### src/rtl/mbc_pkg.sv
package mbc_pkg;

  typedef enum logic [2:0] {
    S_IDLE,
    S_ASU,
    S_AHLD,
    S_TURN,
    S_DLOW,
    S_REC
  } phase_e;

  // strobes from control to datapath
  typedef struct packed {
    logic load;
    logic selData;
    logic oe;
    logic capture;
  } dpCtl_t;

  function automatic int maxOf(int a, int b);
    return (a > b) ? a : b;
  endfunction

  function automatic int atLeastOne(int a);
    return (a < 1) ? 1 : a;
  endfunction

endpackage

### src/rtl/mbc_ctrl.sv
module mbc_ctrl
  import mbc_pkg::*;
#(
  parameter int ADDR_SU   = 2,
  parameter int ADDR_TH   = 1,
  parameter int WR_PW     = 3,
  parameter int WR_DSU    = 2,
  parameter int WR_CYC    = 5,
  parameter int RD_PW     = 2,
  parameter int RD_DOUT   = 4,
  parameter int RD_CYC    = 6,
  parameter int CS_TH     = 1,
  parameter int DATA_TH   = 1,
  parameter int DATA_TINV = 3
) (
  input  logic   clk,
  input  logic   rstN,
  input  logic   reqValid,
  input  logic   reqWrite,
  output logic   reqReady,
  output dpCtl_t dpCtl,
  output logic   adsN,
  output logic   csN,
  output logic   rdN,
  output logic   wrN,
  output logic   done
);

  localparam int SuLen   = atLeastOne(ADDR_SU);
  localparam int ThLen   = atLeastOne(ADDR_TH);
  localparam int WrLow   = atLeastOne(maxOf(WR_PW, WR_DSU));
  localparam int WrRec   = atLeastOne(maxOf(maxOf(CS_TH, DATA_TH), WR_CYC - WR_PW));
  localparam int RdLow   = atLeastOne(maxOf(RD_PW, RD_DOUT));
  localparam int RdRec   = atLeastOne(maxOf(maxOf(CS_TH, DATA_TINV), RD_CYC - RD_PW));
  localparam int Longest = maxOf(maxOf(maxOf(SuLen, ThLen), maxOf(WrLow, WrRec)),
                                 maxOf(RdLow, RdRec));
  localparam int CW      = maxOf(1, $clog2(Longest + 1));

  phase_e          state, nState;
  logic [CW-1:0]   cnt, nCnt;
  logic            isWr;
  logic            accept;
  logic            lastTick;

  assign lastTick = (cnt == '0);

  always_comb begin
    nState = state;
    nCnt   = lastTick ? cnt : cnt - CW'(1);
    accept = 1'b0;
    unique case (state)
      S_IDLE: begin
        nCnt = '0;
        if (reqValid) begin
          accept = 1'b1;
          nState = S_ASU;
          nCnt   = CW'(SuLen - 1);
        end
      end
      S_ASU: if (lastTick) begin
        nState = S_AHLD;
        nCnt   = CW'(ThLen - 1);
      end
      S_AHLD: if (lastTick) begin
        if (isWr) begin
          nState = S_DLOW;
          nCnt   = CW'(WrLow - 1);
        end else begin
          nState = S_TURN;
          nCnt   = '0;
        end
      end
      S_TURN: begin
        nState = S_DLOW;
        nCnt   = CW'(RdLow - 1);
      end
      S_DLOW: if (lastTick) begin
        nState = S_REC;
        nCnt   = isWr ? CW'(WrRec - 1) : CW'(RdRec - 1);
      end
      S_REC: if (lastTick) begin
        nState = S_IDLE;
      end
      default: begin
        nState = S_IDLE;
        nCnt   = '0;
      end
    endcase
  end

  always_ff @(posedge clk) begin
    if (!rstN) begin
      state <= S_IDLE;
      cnt   <= '0;
      isWr  <= 1'b0;
      done  <= 1'b0;
    end else begin
      state <= nState;
      cnt   <= nCnt;
      if (accept) isWr <= reqWrite;
      done  <= (state == S_REC) && lastTick;
    end
  end

  assign reqReady = (state == S_IDLE);
  assign csN      = (state == S_IDLE);
  assign adsN     = (state != S_AHLD);
  assign wrN      = !((state == S_DLOW) && isWr);
  assign rdN      = !((state == S_DLOW) && !isWr);

  always_comb begin
    dpCtl.load    = accept;
    dpCtl.selData = (state == S_DLOW) || (state == S_REC);
    dpCtl.oe      = (state == S_ASU) || (state == S_AHLD) ||
                    (isWr && ((state == S_DLOW) || (state == S_REC)));
    dpCtl.capture = (state == S_DLOW) && !isWr && lastTick;
  end

endmodule

### src/rtl/mbc_dpath.sv
module mbc_dpath
  import mbc_pkg::*;
#(
  parameter int AW  = 20,
  parameter int DW  = 16,
  parameter int BW  = 20,
  parameter int SZW = 1
) (
  input  logic           clk,
  input  logic           rstN,
  input  dpCtl_t         dpCtl,
  input  logic [AW-1:0]  reqAddr,
  input  logic [DW-1:0]  reqWdata,
  input  logic [SZW-1:0] reqSize,
  input  logic [BW-1:0]  busIn,
  output logic [BW-1:0]  busOut,
  output logic           busOe,
  output logic [DW-1:0]  rdata
);

  localparam int NB = DW / 8;

  logic [AW-1:0]  addrQ;
  logic [DW-1:0]  dataQ;
  logic [SZW-1:0] sizeQ;
  logic [DW-1:0]  rdataQ;

  function automatic logic [DW-1:0] laneMask(input logic [SZW-1:0] sz);
    logic [DW-1:0] m;
    m = '0;
    for (int i = 0; i < NB; i++) begin
      if (i < (1 << int'(sz))) m[i*8 +: 8] = 8'hFF;
    end
    return m;
  endfunction

  always_ff @(posedge clk) begin
    if (!rstN) begin
      addrQ  <= '0;
      dataQ  <= '0;
      sizeQ  <= '0;
      rdataQ <= '0;
    end else begin
      if (dpCtl.load) begin
        addrQ <= reqAddr;
        dataQ <= reqWdata & laneMask(reqSize);
        sizeQ <= reqSize;
      end
      if (dpCtl.capture) rdataQ <= busIn[DW-1:0] & laneMask(sizeQ);
    end
  end

  always_comb begin
    busOut = '0;
    if (dpCtl.oe) begin
      if (dpCtl.selData) busOut[DW-1:0] = dataQ;
      else               busOut[AW-1:0] = addrQ;
    end
  end

  assign busOe = dpCtl.oe;
  assign rdata = rdataQ;

endmodule

### src/rtl/muxbus_cycle_gen.sv
module muxbus_cycle_gen
  import mbc_pkg::*;
#(
  parameter int AW        = 20,
  parameter int DW        = 16,
  parameter int ADDR_SU   = 2,
  parameter int ADDR_TH   = 1,
  parameter int WR_PW     = 3,
  parameter int WR_DSU    = 2,
  parameter int WR_CYC    = 5,
  parameter int RD_PW     = 2,
  parameter int RD_DOUT   = 4,
  parameter int RD_CYC    = 6,
  parameter int CS_TH     = 1,
  parameter int DATA_TH   = 1,
  parameter int DATA_TINV = 3,
  localparam int BW       = maxOf(AW, DW),
  localparam int SZW      = (DW / 8 > 1) ? $clog2(DW / 8) : 1
) (
  input  logic           clk,
  input  logic           rstN,
  input  logic           reqValid,
  output logic           reqReady,
  input  logic           reqWrite,
  input  logic [AW-1:0]  reqAddr,
  input  logic [DW-1:0]  reqWdata,
  input  logic [SZW-1:0] reqSize,
  output logic [DW-1:0]  rspRdata,
  output logic           rspDone,
  output logic [BW-1:0]  busOut,
  output logic           busOe,
  input  logic [BW-1:0]  busIn,
  output logic           adsN,
  output logic           csN,
  output logic           rdN,
  output logic           wrN
);

  dpCtl_t dpCtl;

  mbc_ctrl #(
    .ADDR_SU(ADDR_SU), .ADDR_TH(ADDR_TH),
    .WR_PW(WR_PW), .WR_DSU(WR_DSU), .WR_CYC(WR_CYC),
    .RD_PW(RD_PW), .RD_DOUT(RD_DOUT), .RD_CYC(RD_CYC),
    .CS_TH(CS_TH), .DATA_TH(DATA_TH), .DATA_TINV(DATA_TINV)
  ) i_ctrl (
    .clk(clk), .rstN(rstN),
    .reqValid(reqValid), .reqWrite(reqWrite), .reqReady(reqReady),
    .dpCtl(dpCtl),
    .adsN(adsN), .csN(csN), .rdN(rdN), .wrN(wrN),
    .done(rspDone)
  );

  mbc_dpath #(.AW(AW), .DW(DW), .BW(BW), .SZW(SZW)) i_dpath (
    .clk(clk), .rstN(rstN), .dpCtl(dpCtl),
    .reqAddr(reqAddr), .reqWdata(reqWdata), .reqSize(reqSize),
    .busIn(busIn), .busOut(busOut), .busOe(busOe), .rdata(rspRdata)
  );

endmodule

### config.mk
export PLATFORM = sky130hd
export DESIGN_NAME = muxbus_cycle_gen
export DESIGN_NICKNAME = d
export VERILOG_FILES = /design/src/rtl/mbc_pkg.sv /design/src/rtl/mbc_ctrl.sv /design/src/rtl/mbc_dpath.sv /design/src/rtl/muxbus_cycle_gen.sv
export SDC_FILE = /design/constraint.sdc
export NUM_CORES = 1
export LEC_CHECK = 0
export ABC_AREA = 1
export BUFFER_PORTS_ARGS = -buffer_cell sky130_fd_sc_hd__buf_2
export CAP_MARGIN = 20
export CORE_MARGIN = 5
export CORE_UTILIZATION = 35
export DETAILED_ROUTE_END_ITERATION = 10
export PLACE_DENSITY = 0.66
export SLEW_MARGIN = 10
export SYNTH_ARGS = -nofsm -noshare
export SYNTH_HDL_FRONTEND = slang
export SYNTH_HIERARCHICAL = 1
export SYNTH_SLANG_ARGS = --single-unit
### constraint.sdc
create_clock -name clk -period 2.8 [get_ports clk]
set_input_delay 0.56 -clock clk [delete_from_list [all_inputs] [get_ports clk]]
set_output_delay 0.56 -clock clk [all_outputs]
set_load 0.05 [all_outputs]
Word level (Yosys, flattened, before mapping)
Index checks and enable logic that the tools add are counted.
{"block": "op_classes", "n_addsub": 1, "mul": 0, "div_mod_pow": 0, "order_cmp": 4, "n_eq_ne": 11, "shift": 2, "n_mux": 32, "bitwise": 2, "reduce_logical": 14}
{"operator": "8-bit 2-to-1 mux", "count": 12}
{"operator": "1-bit by 32-bit less-than comparator with 1-bit output, first input constant", "count": 2}
{"operator": "2-bit by 32-bit less-than comparator with 1-bit output, first input constant", "count": 2}
{"operator": "1-bit by 1-bit left shift with 32-bit output, first input constant", "count": 2}
{"operator": "3-bit one-hot mux with 6 select lines", "count": 2}
{"operator": "16-bit bitwise AND", "count": 2}
{"operator": "3-bit 2-to-1 mux", "count": 10}
{"operator": "20-bit 2-to-1 mux", "count": 1}
{"operator": "16-bit 2-to-1 mux", "count": 1}
{"operator": "2-bit by 1-bit inequality test with 1-bit output, second input constant", "count": 4}
{"operator": "3-bit by 2-bit == test with 1-bit output, second input constant", "count": 2}
{"operator": "3-bit == test, second input constant", "count": 2}
{"operator": "3-bit zero test", "count": 2}
{"operator": "1-bit logical AND", "count": 5}
{"operator": "5-bit AND reduction", "count": 1}
{"operator": "2-bit 2-to-1 mux", "count": 2}
{"operator": "4-bit 2-to-1 mux", "count": 1}
{"operator": "3-bit by 1-bit == test with 1-bit output, second input constant", "count": 1}
{"operator": "1-bit zero test", "count": 3}
{"operator": "1-bit logical OR", "count": 3}
{"operator": "1-bit 2-to-1 mux", "count": 3}
{"operator": "3-bit by 2-bit inequality test with 1-bit output, second input constant", "count": 1}
{"operator": "3-bit by 1-bit subtractor with 3-bit output, second input constant", "count": 1}
{"operator": "2-bit inequality test, second input constant", "count": 1}
{"block": "word_totals", "ff_bits": 61, "latch_bits": 0, "ramBits": 0, "romBits": 0, "output_inout_bits": 43, "word_cells": 74, "memories": 0}

Depth between registers and ports, before layout
Gate-level depths: netlist of run 1.
{"block": "logic_depth", "depth_word": 6, "depth_mapped": 11, "depth_no_buf": 8}

Modules after synthesis
The synthesis of run 1 kept the hierarchy.
{"module": "mbc_dpath", "n_inst": 1, "cells_each": 294, "area_each_um2": 2180.8}
{"module": "mbc_ctrl", "n_inst": 1, "cells_each": 85, "area_each_um2": 568.0}

Least setup slack after synthesis of run 1
OpenSTA, ideal clock, no wires.
{"block": "synth_path", "kind": "register to output", "start": "register i_ctrl.state[2]", "end": "output port busOut[0]", "arrival_time_ns": 2.148, "t_required_ns": 2.240, "path_slack_ns": 0.092, "path_stages_with_launch": 7, "path_buffers": 1, "path_cell_list": "dfxtp_1 inv_2 nand3_1 nand3_1 clkbuf_1 o21ai_0 nor2_1"}
{"item": "start, declared", "line": "mbc_ctrl.sv:39", "text": "phase_e state, nState;"}
{"item": "start signal, assigned", "line": "mbc_ctrl.sv:98", "text": "state <= nState;"}
{"item": "end, declared", "line": "muxbus_cycle_gen.sv:30", "text": "output logic [BW-1:0] busOut,"}

==> summary.txt, run 1 <==
Clock network
  – CTS buffer count: 9
  – CTS tree: done
  – Reg clk slew, reported paths: 0.07 ns
  – Clock sinks: 61
  – Clock Latency Late Sink: 0.34 ns
  – H-tree depth: 3
  – Setup Buffers After CTS: 0
  – Clock Path Buffers: 2
  – Clk root buf: clkbuf_8

Yosys
  – XOR/XNOR Fraction of Synth Area: 0.319%
  – Share of flip-flops with an asynchronous set or reset: 0%
  – Synth Area per Inst: 7.25 sq um
  – Most numerous cell in the Yosys netlist: nor2_1
  – Largest family of logic cells by synthesized area: simple AND/OR/NAND/NOR gates
  – Seq/Total Area, Yosys: 44.4%
  – Primary FF master, synth: dfxtp_1
  – Synth Cell Area: 2750 sq um
  – Post-synthesis compound-gate area fraction: 15.9%
  – Netlist cell types: 27
  – Ys Warns: 6
  – Gate Count Post-Synth: 379
  – Synth cell count leaders: nor2_1 (115), dfxtp_1 (61), o21ai_0 (57)
  – Largest cells by area after synthesis: dfxtp_1 (44%), nor2_1 (16%), o21ai_0 (10%)
  – Post-synthesis mux area share: 0%
  – Number of synthesized flops with an enable pin: 0
  – Synth area leader: dfxtp_1
  – Adder-cell share of the synthesized area: 1.82%
  – Yosys top cell area share: 44.4%
  – Synthesized netlist net count: 444
  – Post-synthesis simple-gate area fraction: 28.2%
  – Synth Register Bits: 61

Setup path
  – Required @ worst endpoint: 2.24 ns
  – Critical Path Source Type: flop
  – CP max-delay cell: dfxtp_1
  – CP bufs+invs: 3
  – CP max stage delay: 0.40 ns
  – Arr. time, crit path: 2.09 ns
  – Reg-to-reg setup timing slack: 0.79 ns
  – Max FO, Critical Path: 23
  – FF-to-FF Start: i_ctrl/state[1]
  – Crit-path leading delay family: buffers and inverters
  – Crit end category: primary output
  – R2r worst-path depth: 8
  – CP Class: flop to primary output
  – Sequence of cells on the critical path: inv_1 > nand3_2 > nand2_8 > inv_1 > nor2_1 > nor2_1 > buf_2
  – Worst R2R End: i_dpath/addrQ[12]

GRT
  – Pin count of the biggest net entering global routing: 42
  – Vias in the first global route: 2571
  – All-Layer GR Usage: 14.3%
  – First-pass GRT wire length: 11.6 mm
  – Total grt overflow: 0
  – Initial antenna violation count: 0

Detailed routing
  – Residual DRC: 0
  – Vias: 2688
  – Routed Antenna Nets: 0
  – First-pass DRT Iterations: 4
  – Final wirelength: 6.96 mm
  – Wire length per cell: 12.1 um
  – Via density: 4.67
  – First-iteration detailed-routing DRC count: 105

Die
  – Row count: 32
  – Core ar.: 7690 sq um
  – IO Pins: 104
  – DIE WIDTH: 98.6 um
  – Initial Utilization: 35.8%
  – Chip height: 98.6 um
  – Die Footprint: 9730 sq um

Pwr
  – Leak Pwr: 1.69 nW
  – Pwr dens: 988 nW/um^2
  – Maximum vdd drop: 0.510 mV

Final layout
  – Nets@finish: 533
  – Share of layout cells above drive strength 1: 28.1%
  – Final Util: 44.5%
  – Register area: 1220 sq um
  – P&R area growth vs syn: 24.5%
  – Area taken by multi-input logic gates: 1280 sq um
  – Fin area: 3420 sq um
  – Filler cell count: 820
  – Ant. Diodes: 0

Run status
  – Status: complete, no violations

STA
  – Final clock skew: 0.0129 ns
  – Setup violators final: 0
  – Final worst slack: 0.155 ns
  – Crit share post-route: 94.5%
  – Final Hold Vio Count: 0
  – Setup TNS: 0 ns
  – Final min period: 2.65 ns
  – Pins Over Slew Limit: 0
  – Max-slew headroom: 55.7%
  – Max Freq: 378 MHz
  – RSZ-0062 raised after global routing: false
  – Worst Tran Pin Value: 0.665 ns

Min path
  – Worst hold stages: 3
  – Worst hold path startpoint: reqWdata[1]
  – Worst Hold Class: primary input to flop
  – Worst Hold Path EP: i_dpath/dataQ[1]

Placement
  – Post-DP HPWL: 4.90 mm
  – Placement Setup Slack: 0.413 ns
  – Placed instance area: 3210 sq um
  – GP Congestion: 0.797
  – Number of buffers added on ports: 99

Job
  – Max_cap viols: 0
==> area by class of cell <==
| cell class | instances | share of cell area, % |
|---|---|---|
| Timing Repair Buffer | 102 | 15.4 |
| Multi-Input combinational cell | 277 | 37.4 |
| Tap cell | 102 | 3.73 |
| Clock inverter | 4 | 1.39 |
| Inverter | 17 | 2.16 |
| Sequential cell | 61 | 35.7 |
| Clock buffer | 12 | 4.24 |
==> worst min-delay path: stages <==
cell    delay, ns
buf_2        0.08
nor2_1       0.03
nor2_1       0.08
==> logic make-up (layout without fill, tap and decap cells) <==
| family | Yosys count | after routing |
|---|---|---|
| DFF | 61 | 61 |
| xor gates and xnor gates | 1 | 1 |
| adders and majority gates | 4 | 4 |
| buffers and inverters | 41 | 135 |
| and+or+nand+nor | 190 | 190 |
| AOI/OAI and AO/OA | 82 | 82 |
==> layer usage <==
metal	vias up	track usage, %	share of wire (%)
met5	-	0	0
met4	0	6.41	1.8
met3	10	4.32	6.1
met2	75	22.2	45
met1	1206	18.4	47
li1	1397	-	-
==> through the flow <==
stage               power, mW  hold slack, ns  instances
CTS                      3.41           0.425        575
detailed placement       2.62           0.459        559
finish                   3.38           0.445        575
floorplan                2.39           0.444        379
global placement         2.60           0.453        559
global route             3.61           0.444        575
==> where the power goes <==
part	internal, mW	switching [mW]	total, mW
logic	0.381	1.09	1.47
clock network	0.433	0.337	0.770
registers	1.04	0.0992	1.14
total	1.86	1.52	3.38
==> layout by cell type, fill, tap and decap left out, types with 2 or more instances in the layout <==
cell	n
inv_2	3
inv_1	12
ha_1	4
nand2_2	4
buf_4	2
clkinv_2	2
clkbuf_1	2
a21oi_2	3
a21oi_1	19
nor2_1	115
o21ai_0	57
nor3_1	2
dfxtp_1	60
clkbuf_4	2
nand2_1	40
clkbuf_8	10
buf_2	97
nand3_1	25
==> state kept, by name (all words and copies together) (netlist names) <==
signal	flops
i_dpath/dataQ	16
i_ctrl/isWr	1
i_dpath/sizeQ	1
i_dpath/rdata	16
i_ctrl/done	1
i_dpath/addrQ	20
i_ctrl/state	3
i_ctrl/cnt	3
==> how the worst max path moves through the flow <==
stage / startpoint / to / slack (ns) / cells after the start
global placement: i_ctrl/state[0] / busOut[2] / 0.44 / 8
finish: i_ctrl/state[1] / busOut[10] / 0.15 / 7
global route: i_ctrl/state[1] / busOut[2] / 0.02 / 7
floorplan: i_ctrl/state[2] / busOut[0] / 0.09 / 6
CTS: i_ctrl/state[0] / busOut[2] / 0.03 / 8
detailed placement: i_ctrl/state[0] / busOut[2] / 0.41 / 8
==> timing repair <==
action	4_1_cts	5_1_grt
setup endpoints to repair	0	20
endpoints found under the hold margin	0	0
resized for setup	0	5
hold buffers	0	0
Power figures use the tool's default switching activity.
==> inputs of run 2 (changes only) <==
Clock period 2.8 ns to 3.3 ns, I/O delays scaled along.
==> run 2 against run 1 <==
Clock skew fell by 0.0035 ns. Sequential power fell by 15%. Combinational power fell by 15%. Clock-buffer cell count fell by 2. Critical path type unchanged. Largest cell class unchanged. Largest power group unchanged. Highest routed layer unchanged.
==> summary.txt, run 2 (same netlist as run 1, synthesis figures left out) <==
GRT
  – All-Layer GR Usage: 14.7%
  – Initial antenna violation count: 0
  – Total grt overflow: 0
  – Pin count of the biggest net entering global routing: 42
  – First-pass GRT wire length: 11.9 mm
  – Vias in the first global route: 2628

Setup path
  – Critical Path Source Type: flop
  – Required @ worst endpoint: 2.64 ns
  – Max FO, Critical Path: 23
  – R2r worst-path depth: 8
  – CP Class: flop to primary output
  – Worst R2R End: i_dpath/addrQ[10]
  – Reg-to-reg setup timing slack: 1.33 ns
  – FF-to-FF Start: i_ctrl/state[1]
  – Arr. time, crit path: 2.20 ns
  – Crit end category: primary output

Final layout
  – Share of layout cells above drive strength 1: 28.5%
  – Final Util: 44.8%
  – Ant. Diodes: 0
  – Most common cell after layout, fill and taps aside: nor2_1
  – Biggest register: i_dpath/addrQ
  – Nets@finish: 534
  – Max reg flops: 20
  – Most frequent cells in the layout: nor2_1 (115), buf_2 (99), dfxtp_1 (61)
  – P&R area growth vs syn: 25.3%

Min path
  – Worst Hold Class: flop to flop
  – Worst hold path startpoint: i_dpath/dataQ[9]
  – Worst hold stages: 2
  – Worst Hold Path EP: i_dpath/dataQ[9]

Die
  – Chip height: 98.6 um
  – Core ar.: 7690 sq um
  – Die Footprint: 9730 sq um
  – DIE WIDTH: 98.6 um
  – Initial Utilization: 35.8%
  – IO Pins: 104
  – Row count: 32

Pwr
  – Leak Pwr: 1.71 nW
  – Sw frac: 44.3%
  – NetSw: 1.31 mW
  – Pwr dens: 858 nW/um^2
  – Part of the power in registers: 32.8%
  – Maximum vdd drop: 0.449 mV
  – Internal power: 1.65 mW
  – Gate power share: 42.2%
  – Clock Power Share: 25.0%

Detailed routing
  – Vias: 2759
  – Residual DRC: 0
  – Via density: 4.79
  – Wire length per cell: 12.5 um
  – First-pass DRT Iterations: 4
  – Final wirelength: 7.20 mm
  – First-iteration detailed-routing DRC count: 71
  – Routed Antenna Nets: 0

Clock network
  – Setup Buffers After CTS: 0
  – Clock sinks: 61
  – Clock Latency Late Sink: 0.33 ns
  – Reg clk slew, reported paths: 0.07 ns
  – Clock Path Buffers: 2
  – CTS buffer count: 9
  – H-tree depth: 3
  – Clk root buf: clkbuf_8
  – CTS resizes: 0
  – CTS tree: done
  – Post-CTS Hold Buffers: 0

Placement
  – GP Congestion: 0.785
  – Number of buffers added on ports: 99
  – Post-DP HPWL: 4.99 mm
  – Placement Setup Slack: 0.813 ns

STA
  – Setup violators final: 0
  – Setup TNS: 0 ns
  – Crit share post-route: 86.7%
  – Max Freq: 350 MHz
  – Pins Over Slew Limit: 0
  – Worst Tran Pin Value: 0.645 ns
  – RSZ-0062 raised after global routing: false
  – Final worst slack: 0.440 ns
  – Max-slew headroom: 57.0%
  – Final clock skew: 0.00940 ns
  – Final Hold Vio Count: 0
  – Final min period: 2.86 ns

Job
  – Max_cap viols: 0

Run status
  – Status: complete, no violations
[run 2: power groups by stage]
stage	clock network [mW]	logic [mW]	registers, mW
final	0.739	1.25	0.970
after global routing	0.790	1.37	0.990
after CTS	0.760	1.26	0.969
after detailed placement	0	1.25	0.983
after global placement	0	1.24	0.979
after floorplan	0	1.04	0.988
[run 2: area by class of cell]
class,instances,area [sq um]
clock buffer,10,138
timing repair buffer,103,526
clock inverter,6,86.3
inverter,17,73.8
sequential,61,1220
multi-input combinational,277,1270
tap,102,128
fill,804,4240
[run 2: worst max path at each step]
stage                    startpoint          to  cells past startpoint
floorplan           i_ctrl/state[2]   busOut[0]                      6
detailed placement  i_ctrl/state[0]   busOut[0]                      8
finish              i_ctrl/state[0]   busOut[0]                      7
CTS                 i_ctrl/state[0]   busOut[0]                      8
global route        i_ctrl/state[0]  busOut[13]                      9
global placement    i_ctrl/state[0]   busOut[0]                      8
[run 2: stage by stage]
| stage | hold WS (ns) | cell area, sq um | total power, mW | cells |
|---|---|---|---|---|
| floorplan | 0.444 | 2750 | 2.02 | 379 |
| global placement | 0.452 | 3220 | 2.22 | 560 |
| detailed placement | 0.456 | 3220 | 2.23 | 560 |
| CTS | 0.466 | 3440 | 2.99 | 576 |
| global route | 0.485 | 3440 | 3.15 | 576 |
| finish | 0.465 | 3440 | 2.95 | 576 |
[run 2: metal layers]
layer	global-route usage, %	share of wire [%]	wire, um	vias up
li1	-	-	-	1408
met1	18.8	45	3260	1250
met2	23.8	47	3360	97
met3	4.03	7.5	542	4
met4	4.94	0.43	31	0
met5	0	0	0	-
[run 2: worst max-delay path, stage by stage (launching register included)]
cell     delay (ns)
dfxtp_1        0.46
nor2_1         0.10
nand2_2        0.14
nand2_4        0.19
inv_1          0.45
nor2_1         0.08
nor2_1         0.16
buf_2          0.29
==> inputs of run 3 (changes only) <==
Settings changed: BUFFER_PORTS_ARGS -buffer_cell sky130_fd_sc_hd__buf_2 to -buffer_cell sky130_fd_sc_hd__buf_4.
==> run 3 against run 2 <==
Flip-flop and latch count did not move. Non-clock buffer count did not move. First-iteration DRC count fell by 5.6%. Die area did not move. Clock skew barely moved. Via count fell by 0.43%. Sequential power barely moved. Critical path depth rose by 1.
==> summary.txt, run 3 (same netlist as run 1, synthesis figures left out) <==
Run status
  – Status: complete, no violations

STA
  – Max Freq: 355 MHz
  – Final clock skew: 0.00983 ns
  – Setup violators final: 0
  – Max-slew headroom: 62.4%
  – Final min period: 2.82 ns
  – Final Hold Vio Count: 0
  – Crit share post-route: 85.4%
  – Pins Over Slew Limit: 0
  – Fin Hold WS: 0.467 ns
  – Setup TNS: 0 ns
  – RSZ-0062 raised after global routing: false
  – Worst Tran Pin Value: 0.564 ns

Detailed routing
  – Via density: 4.78
  – Final wirelength: 7.36 mm
  – First-iteration detailed-routing DRC count: 67
  – Wire length per cell: 12.8 um
  – First-pass DRT Iterations: 5
  – Vias: 2747
  – Routed Antenna Nets: 0
  – Residual DRC: 0

Die
  – Die Footprint: 9730 sq um
  – Initial Utilization: 35.8%
  – Core ar.: 7690 sq um
  – Row count: 32
  – IO Pins: 104
  – Chip height: 98.6 um
  – DIE WIDTH: 98.6 um

Final layout
  – Biggest register: i_dpath/addrQ
  – Nets@finish: 534
  – Ant. Diodes: 0
  – Most frequent cells in the layout: nor2_1 (115), buf_4 (103), dfxtp_1 (61)
  – Filler cell count: 802
  – Final Util: 47.7%
  – Area taken by multi-input logic gates: 1270 sq um
  – P&R area growth vs syn: 33.4%
  – Non-Filler Instances: 575
  – Max reg flops: 20
  – Fin area: 3670 sq um
  – Most common cell after layout, fill and taps aside: nor2_1
  – Share of layout cells above drive strength 1: 28.3%
  – Register area: 1220 sq um

Min path
  – Worst Hold Path EP: i_dpath/rdata[8]
  – Worst hold stages: 2
  – Worst Hold Class: flop to flop
  – Worst hold path startpoint: i_dpath/rdata[8]

Setup path
  – Critical Path Start: i_ctrl/state[0]
  – Reg-to-reg setup timing slack: 1.25 ns
  – CP max stage delay: 0.47 ns
  – Worst R2R End: i_dpath/dataQ[0]
  – Critical Path Source Type: flop
  – Required @ worst endpoint: 2.64 ns
  – CP Class: flop to primary output
  – Sequence of cells on the critical path: nand3_2 > nand2_4 > nand2_1 > nand3_1 > buf_4 > o21ai_0 > nor2_1 > buf_4
  – CP max-delay cell: dfxtp_1
  – Crit end category: primary output
  – R2r worst-path depth: 9
  – FF-to-FF Start: i_ctrl/state[1]
  – Max FO, Critical Path: 23
  – Most frequent cell on the critical path: buf_4
  – Arr. time, crit path: 2.16 ns

Clock network
  – Clk root buf: clkbuf_8
  – CTS resizes: 0
  – CTS tree: done
  – Clock Path Buffers: 2
  – H-tree depth: 3
  – Reg clk slew, reported paths: 0.07 ns
  – Setup Buffers After CTS: 0
  – Post-CTS Hold Buffers: 0
  – Clock sinks: 61
  – Clock Latency Late Sink: 0.34 ns
  – CTS buffer count: 9

GRT
  – Initial antenna violation count: 0
  – All-Layer GR Usage: 14.8%
  – Total grt overflow: 0
  – Vias in the first global route: 2651
  – Pin count of the biggest net entering global routing: 42
  – First-pass GRT wire length: 12.0 mm

Placement
  – GP Congestion: 0.791
  – Post-DP HPWL: 5.13 mm
  – Post-placement cell count: 560
  – Number of buffers added on ports: 99
  – Placed instance area: 3470 sq um

Pwr
  – Pwr dens: 811 nW/um^2
  – Leak Pwr: 1.75 nW
  – NetSw: 1.31 mW
  – Part of the power in registers: 32.7%
  – Gate power share: 44.9%
  – Maximum vdd drop: 0.398 mV
  – Sw frac: 44.0%
  – Internal power: 1.67 mW
  – Clock Power Share: 22.4%

Job
  – Max_cap viols: 0
[run 3: power by group through the flow]
stage                     sequential, mW  clock, mW  combinational (mW)
final                              0.973      0.667                1.33
after global routing               0.989      0.717                1.46
after CTS                          0.970      0.689                1.34
after detailed placement           0.984          0                1.33
after global placement             0.980          0                1.32
after floorplan                    0.988          0                1.04
[run 3: routing by layer]
layer	vias up	routed length (um)	GRT usage, %
li1	1397	-	-
met1	1264	3410	17.7
met2	80	3350	23.7
met3	6	538	6.16
met4	0	64	5.36
met5	-	0	0
[run 3: cell type report]
type,instances,share of cell area [%]
clock inverters,4,1.30
clock buffers,11,4.13
flip-flops and latches,61,33.3
multi-input cells,277,34.7
well taps,102,3.48
repair buffers,103,21.1
inverters,17,2.01
[run 3: stage by stage]
step	setup WS, ns	power [mW]
6_report	0.483	2.97
5_1_grt	0.308	3.16
4_1_cts	0.484	3.00
3_5_place_dp	0.876	2.32
3_3_place_gp	0.875	2.30
2_1_floorplan	0.492	2.02
[run 3: how the worst max path moves through the flow]
stage	endpoint	cells after the start	slack, ns
global route	busOut[13]	8	0.31
floorplan	busOut[0]	6	0.49
global placement	busOut[13]	8	0.87
CTS	busOut[12]	8	0.48
detailed placement	busOut[12]	8	0.88
finish	busOut[12]	8	0.48
[run 3: critical path, delay by kind of cell (launching register included)]
kind                   cells  cell delay, ns
and+or+nand+nor            5            0.76
DFF                        1            0.47
AOI/OAI and AO/OA          1            0.12
buffers and inverters      2            0.46
